### config.mk
export PLATFORM = sky130hd
export DESIGN_NAME = sram_ctrl
export DESIGN_NICKNAME = d
export VERILOG_FILES = /design/src/rtl/sram_ctrl_pkg.sv /design/src/rtl/sram_ctrl_timer.sv /design/src/rtl/sram_ctrl_fsm.sv /design/src/rtl/sram_ctrl_dpath.sv /design/src/rtl/sram_ctrl.sv
export SDC_FILE = /design/constraint.sdc
export NUM_CORES = 1
export LEC_CHECK = 0
export ABC_CLOCK_PERIOD_IN_PS = 2100
export BUFFER_PORTS_ARGS = -buffer_cell sky130_fd_sc_hd__buf_2
export CORE_UTILIZATION = 42
export DETAILED_ROUTE_END_ITERATION = 12
export HOLD_SLACK_MARGIN = 0.06
export PLACE_DENSITY = 0.75
export SYNTH_ARGS = -nofsm -noshare
export SYNTH_HDL_FRONTEND = slang
export SYNTH_HIERARCHICAL = 1
export SYNTH_SLANG_ARGS = --single-unit
### constraint.sdc
create_clock -name clk -period 2.1 [get_ports clk]
set_clock_uncertainty 0.15 [all_clocks]
set_input_delay 0.42 -clock clk [delete_from_list [all_inputs] [get_ports clk]]
set_output_delay 0.42 -clock clk [all_outputs]
set_load 0.02 [all_outputs]
### src/rtl/sram_ctrl_pkg.sv
package sram_ctrl_pkg;
  typedef enum logic [2:0] {
    ST_IDLE  = 3'd0,
    ST_READ  = 3'd1,
    ST_TURN  = 3'd2,
    ST_PULSE = 3'd3,
    ST_GAP   = 3'd4
  } ctrl_state_e;
endpackage

### src/rtl/sram_ctrl_timer.sv
module sram_ctrl_timer #(
  parameter int CW = 3
) (
  input  logic          clk,
  input  logic          rst_n,
  input  logic          load,
  input  logic [CW-1:0] load_val,
  output logic          expired
);
  logic [CW-1:0] cnt_q;

  always_ff @(posedge clk or negedge rst_n) begin
    if (!rst_n)              cnt_q <= '0;
    else if (load)           cnt_q <= load_val;
    else if (cnt_q != '0)    cnt_q <= cnt_q - 1'b1;
  end

  assign expired = (cnt_q == '0);
endmodule

### src/rtl/sram_ctrl_fsm.sv
module sram_ctrl_fsm
  import sram_ctrl_pkg::*;
#(
  parameter int RD_CYC   = 6,
  parameter int WE_CYC   = 4,
  parameter int TURN_CYC = 3,
  parameter int CW       = 3
) (
  input  logic          clk,
  input  logic          rst_n,
  input  logic          req_valid,
  input  logic          req_write,
  input  logic          expired,
  output ctrl_state_e   state,
  output logic          accept,
  output logic          capture,
  output logic          finish,
  output logic          load,
  output logic [CW-1:0] load_val
);
  localparam logic [CW-1:0] RD_LOAD   = CW'(RD_CYC - 1);
  localparam logic [CW-1:0] WE_LOAD   = CW'(WE_CYC - 1);
  localparam logic [CW-1:0] TURN_LOAD = CW'(TURN_CYC - 1);

  ctrl_state_e state_q, state_d;

  assign accept  = (state_q == ST_IDLE) && req_valid;
  assign capture = (state_q == ST_READ) && expired;
  assign finish  = capture || ((state_q == ST_PULSE) && expired);

  always_comb begin
    state_d  = state_q;
    load     = 1'b0;
    load_val = '0;
    unique case (state_q)
      ST_IDLE: if (req_valid) begin
        load = 1'b1;
        if (req_write) begin
          state_d  = ST_TURN;
          load_val = TURN_LOAD;
        end else begin
          state_d  = ST_READ;
          load_val = RD_LOAD;
        end
      end
      ST_READ:  if (expired) state_d = ST_GAP;
      ST_TURN:  if (expired) begin
        state_d  = ST_PULSE;
        load     = 1'b1;
        load_val = WE_LOAD;
      end
      ST_PULSE: if (expired) state_d = ST_GAP;
      ST_GAP:   state_d = ST_IDLE;
      default:  state_d = ST_IDLE;
    endcase
  end

  always_ff @(posedge clk or negedge rst_n) begin
    if (!rst_n) state_q <= ST_IDLE;
    else        state_q <= state_d;
  end

  assign state = state_q;
endmodule

### src/rtl/sram_ctrl_dpath.sv
module sram_ctrl_dpath #(
  parameter int ADDR_W = 19,
  parameter int DATA_W = 16,
  parameter int LANES  = 2
) (
  input  logic              clk,
  input  logic              rst_n,
  input  logic              accept,
  input  logic              capture,
  input  logic              finish,
  input  logic [ADDR_W-1:0] req_addr,
  input  logic [DATA_W-1:0] req_wdata,
  input  logic [LANES-1:0]  req_be,
  input  logic [DATA_W-1:0] mem_dq_in,
  output logic [ADDR_W-1:0] addr_q,
  output logic [DATA_W-1:0] wdata_q,
  output logic [LANES-1:0]  be_q,
  output logic [DATA_W-1:0] rdata_q,
  output logic              rsp_q
);
  always_ff @(posedge clk or negedge rst_n) begin
    if (!rst_n) begin
      addr_q  <= '0;
      wdata_q <= '0;
      be_q    <= '0;
    end else if (accept) begin
      addr_q  <= req_addr;
      wdata_q <= req_wdata;
      be_q    <= req_be;
    end
  end

  always_ff @(posedge clk or negedge rst_n) begin
    if (!rst_n) begin
      rdata_q <= '0;
      rsp_q   <= 1'b0;
    end else begin
      rsp_q <= finish;
      if (capture) rdata_q <= mem_dq_in;
    end
  end
endmodule

### src/rtl/sram_ctrl.sv
module sram_ctrl
  import sram_ctrl_pkg::*;
#(
  parameter int ADDR_W   = 19,
  parameter int DATA_W   = 16,
  parameter int RD_CYC   = 6,
  parameter int WE_CYC   = 4,
  parameter int TURN_CYC = 3
) (
  input  logic              clk,
  input  logic              rst_n,
  input  logic              req_valid,
  output logic              req_ready,
  input  logic              req_write,
  input  logic [ADDR_W-1:0] req_addr,
  input  logic [DATA_W-1:0] req_wdata,
  input  logic [1:0]        req_be,
  output logic              rsp_valid,
  output logic [DATA_W-1:0] rsp_rdata,
  output logic [ADDR_W-1:0] mem_addr,
  output logic              mem_ce_n,
  output logic              mem_ce,
  output logic              mem_we_n,
  output logic              mem_oe_n,
  output logic              mem_lb_n,
  output logic              mem_ub_n,
  output logic [DATA_W-1:0] mem_dq_out,
  output logic              mem_dq_oe,
  input  logic [DATA_W-1:0] mem_dq_in
);
  localparam int LANES = 2;
  localparam int MAX_A = (RD_CYC > WE_CYC) ? RD_CYC : WE_CYC;
  localparam int MAXC  = (MAX_A > TURN_CYC) ? MAX_A : TURN_CYC;
  localparam int CW    = (MAXC < 2) ? 1 : $clog2(MAXC);

  ctrl_state_e       state;
  logic              accept, capture, finish, load, expired;
  logic [CW-1:0]     load_val;
  logic [ADDR_W-1:0] addr_q;
  logic [DATA_W-1:0] wdata_q;
  logic [LANES-1:0]  be_q;
  logic [LANES-1:0]  lane_n;
  logic              sel_on, lanes_on;

  sram_ctrl_timer #(.CW(CW)) u_timer (
    .clk(clk), .rst_n(rst_n), .load(load), .load_val(load_val),
    .expired(expired)
  );

  sram_ctrl_fsm #(
    .RD_CYC(RD_CYC), .WE_CYC(WE_CYC), .TURN_CYC(TURN_CYC), .CW(CW)
  ) u_fsm (
    .clk(clk), .rst_n(rst_n), .req_valid(req_valid), .req_write(req_write),
    .expired(expired), .state(state), .accept(accept), .capture(capture),
    .finish(finish), .load(load), .load_val(load_val)
  );

  sram_ctrl_dpath #(
    .ADDR_W(ADDR_W), .DATA_W(DATA_W), .LANES(LANES)
  ) u_dpath (
    .clk(clk), .rst_n(rst_n), .accept(accept), .capture(capture),
    .finish(finish), .req_addr(req_addr), .req_wdata(req_wdata),
    .req_be(req_be), .mem_dq_in(mem_dq_in), .addr_q(addr_q),
    .wdata_q(wdata_q), .be_q(be_q), .rdata_q(rsp_rdata), .rsp_q(rsp_valid)
  );

  // Moore decode of the strobes from the registered state
  assign sel_on   = (state != ST_IDLE);
  assign lanes_on = (state == ST_READ) || (state == ST_TURN) || (state == ST_PULSE);

  for (genvar g = 0; g < LANES; g++) begin : g_lane
    assign lane_n[g] = !(lanes_on && be_q[g]);
  end

  assign req_ready  = (state == ST_IDLE);
  assign mem_addr   = addr_q;
  assign mem_ce_n   = !sel_on;
  assign mem_ce     = sel_on;
  assign mem_oe_n   = (state != ST_READ);
  assign mem_we_n   = (state != ST_PULSE);
  assign mem_dq_oe  = (state == ST_PULSE);
  assign mem_dq_out = wdata_q;
  assign mem_lb_n   = lane_n[0];
  assign mem_ub_n   = lane_n[LANES-1];
endmodule

==> impl_summary.txt <==
----------------------------------------------------
[Timing]
  Hold violation count in the final report ... 0
  Worst slew margin relative to its limit ... 68.0%
  Share of the clock period used by the worst path ... 96.5%
  Number of endpoints failing setup at the final stage ... 0
  Maximum achievable frequency ... 0.493 GHz
  Transition time of the tightest slew-check pin ... 480 ps
  Number of pins exceeding their max-slew limit in the final report ... 0
  Final min period ... 2030 ps

[Clock tree]
  Clock Tree Root ... sky130_fd_sc_hd__clkbuf_8
  Max Buffers Root-to-Sink ... 2
  Clock slew at reported path FFs ... 60 ps
  Number of levels the H-tree was split into ... 3
  Worst skew pair latency ... 330 ps
  Clock Sinks ... 60
  TritonCTS clock tree ... built
  Clock buffers created by TritonCTS ... 9

[Detailed routing]
  First DRT Iteration DRCs ... 69
  Number of detailed-route iterations in the first pass ... 4
  Via-per-instance ratio ... 4.76
  Vias ... 1777
  Routed wire length per instance ... 14.1 µm
  ANT nets after route ... 0
  Post-detailed-routing wire length ... 5240 µm
  Remaining routing DRC violations ... 0

[Finish]
  Share of final-layout standard cells stronger than drive strength 1 ... 68.8%
  Non-Filler Cell Area, Final ... 3590 µm²
  Filler cell count ... 500
  Number of nets in the layout ... 353
  Layout overhead on the synthesized area ... 35.7%
  Antenna diode count ... 0

[Min path]
  Hold EP ... u_dpath/addr_q[2]
  Hold Crit Class ... in2reg
  Hold Path Stages ... 2
  Hold path startpoint ... req_addr[2]

[Synth]
  Simple-Gate Fraction of Synth Area ... 6.19%
  Count of warnings emitted by yosys ... 6
  Post-Synth Adder-Cell Area ... 0.945%
  Share of synthesized registers carrying an async set or reset ... 100%
  Synthesized area per cell ... 16.1 µm²
  EDFF count, synth ... 0
  Cell type contributing the most total cell area after synthesis ... sky130_fd_sc_hd__dfrtp_1
  Cell with the most instances after synthesis ... sky130_fd_sc_hd__dfrtp_1
  Post-synthesis instance area ... 2650 µm²
  Share of the synthesized area in compound gates (AO/OA/AOI/OAI) ... 3.16%
  Most area-consuming cells after synthesis ... sky130_fd_sc_hd__dfrtp_1 57%, sky130_fd_sc_hd__mux2_4 23%, sky130_fd_sc_hd__mux2_2 5.5%
  Most common library cells after synthesis ... 60 x sky130_fd_sc_hd__dfrtp_1, 40 x sky130_fd_sc_hd__mux2_4, 13 x sky130_fd_sc_hd__mux2_2
  Prevailing post-synth register cell ... sky130_fd_sc_hd__dfrtp_1
  Number of library cell types mapped by synthesis ... 29
  FF+latch count, synth ... 60
  Largest family of logic cells by synthesized area ... multiplexers
  Share of the yosys chip area belonging to registers ... 56.7%
  Syn_nets ... 224
  Share of the synthesized area in the top cell type ... 56.7%
  Post-synthesis mux area share ... 28.2%
  Cells after synthesis ... 165
  Xor-xnor portion of the synthesized cell area ... 0%

[Global routing]
  Pin count of the biggest net entering global routing ... 42
  Total global routing track utilization ... 16.8%
  Antenna violations before repair ... 0
  Number of global-route vias before repair ... 1764
  Total gr overflow ... 0
  Wire length of the first global-routing pass ... 8010 µm

[Critical path]
  Logic depth of the worst register-to-register path ... 8
  CP arrival ... 1460 ps
  Crit Path Max Fanout ... 9
  FF-to-FF Start ... u_timer/cnt_q[0]
  Startpoint-to-endpoint class of the critical path ... reg2out
  Worst r2r dst ... u_dpath/rdata_q[12]
  Data required time at the worst endpoint ... 1530 ps
  Element type at the critical path start ... register
  Minimum setup slack among reg-to-reg paths ... 100 ps
  CP Capture Type ... primary output

[Flow run]
  Number of max-cap violations ... 0

[Run status]
  Result of the run ... complete, no violations

[Placement]
  HPWL after detailed placement ... 3730 µm
  Port Buf Inserts ... 116
  Placement-stage cell area ... 3320 µm²
  Gp weighted congestion ... 0.723

[Floorplan]
  Die span in x ... 81.4 µm
  Die Footprint ... 6630 µm²
  Area of the placeable core ... 5990 µm²
  I/O pin total ... 117
  Die Span Y ... 81.4 µm
  Std-Cell Rows ... 28
  Effective utilization at floorplan ... 44.2%

[Pwr]
  Maximum resistive drop on vdd ... 0.962 mV
  Tot Pwr ... 0.00622 W
  Leakage power figure ... 1.82 nW
  Power density over cell area ... 1730 nW/µm²

----------------------------------------------------
## through the flow
step | utilization [%] | std cells | setup slack, ps | setup TNS (ps) | hold WS [ps]
4_1_cts | 58.9 | 371 | 13.6 | 0 | 147
5_1_grt | 60.0 | 373 | -11.3 | -49.1 | 147
3_3_place_gp | 55.4 | 355 | 139 | 0 | 250
6_report | 60.0 | 373 | 72.6 | 0 | 167
3_5_place_dp | 55.4 | 355 | 30.1 | 0 | 253
2_1_floorplan | - | 165 | 131 | 0 | -25.6
## cells in the final DEF, fill, tap and decap left out, drive strengths merged, types with 2 or more instances in the layout
master / n
nor2: 4
or3b: 3
a21oi: 5
buf: 123
dfrtp: 60
nor2b: 3
nand2: 4
nand3b: 2
inv: 7
ha: 2
mux2: 53
a221oi: 2
or2b: 2
nor4b: 2
clkbuf: 15
## timing repair
item | CTS | global route
endpoints found under the hold margin | 19 | 0
setup buffers | 0 | 1
resized for setup | 0 | 7
hold buffers | 1 | 0
setup endpoints to repair | 0 | 19
## worst max-delay path: stages (launching register included)
cell and delay (ps):
sky130_fd_sc_hd__dfrtp_1 370, sky130_fd_sc_hd__buf_4 160, sky130_fd_sc_hd__or3_4 390, sky130_fd_sc_hd__inv_2 60, sky130_fd_sc_hd__buf_2 150
## how the worst max path moves through the flow
stage          cells past startpoint                  end             start  slack, ps
3_3_place_gp                       8  u_dpath/rdata_q[15]  u_timer/cnt_q[0]        140
6_report                           4             mem_ce_n    u_fsm/state[0]         70
2_1_floorplan                      9  u_dpath/rdata_q[10]  u_timer/cnt_q[0]        130
3_5_place_dp                       8     u_timer/cnt_q[0]  u_timer/cnt_q[0]         30
5_1_grt                            8  u_dpath/rdata_q[12]  u_timer/cnt_q[0]        -10
4_1_cts                            8     u_timer/cnt_q[0]  u_timer/cnt_q[0]         10
## cell families (layout without fill, tap and decap cells)
logic type | count (synthesis) | after routing
flops | 60 | 60
mux | 53 | 53
compound gates | 11 | 11
simple gates | 25 | 25
fa+ha+maj | 2 | 2
buf+inv | 14 | 147
## metal layers
layer | vias up | GRT usage (%) | wire length, µm
li1 | 834 | - | -
met1 | 872 | 18.9 | 2220
met2 | 64 | 27.8 | 2580
met3 | 7 | 4.78 | 355
met4 | 0 | 10.9 | 84
met5 | - | 0 | 0
## state kept, by name, summed over array words and instances (netlist names)
| name | flops |
|---|---|
| u_dpath/be_q | 2 |
| u_dpath/rsp_q | 1 |
| u_dpath/addr_q | 19 |
| u_dpath/rdata_q | 16 |
| u_fsm/state | 3 |
| u_timer/cnt_q | 3 |
| u_dpath/wdata_q | 16 |
## cell type report
type	count	area [µm²]	share of cell area (%)
repair buffers	125	706	19.6
clock buffers	14	173	4.80
multi-input cells	91	1060	29.6
well taps	75	93.8	2.61
clock inverters	1	30.0	0.835
inverters	7	26.3	0.731
flip-flops and latches	60	1500	41.8
## power by group
part / switching [W] / internal (W)
clock network: 0.000402 / 0.000640
logic: 0.00160 / 0.00153
registers: 0.000307 / 0.00175
(Power assumes the default switching activity.)
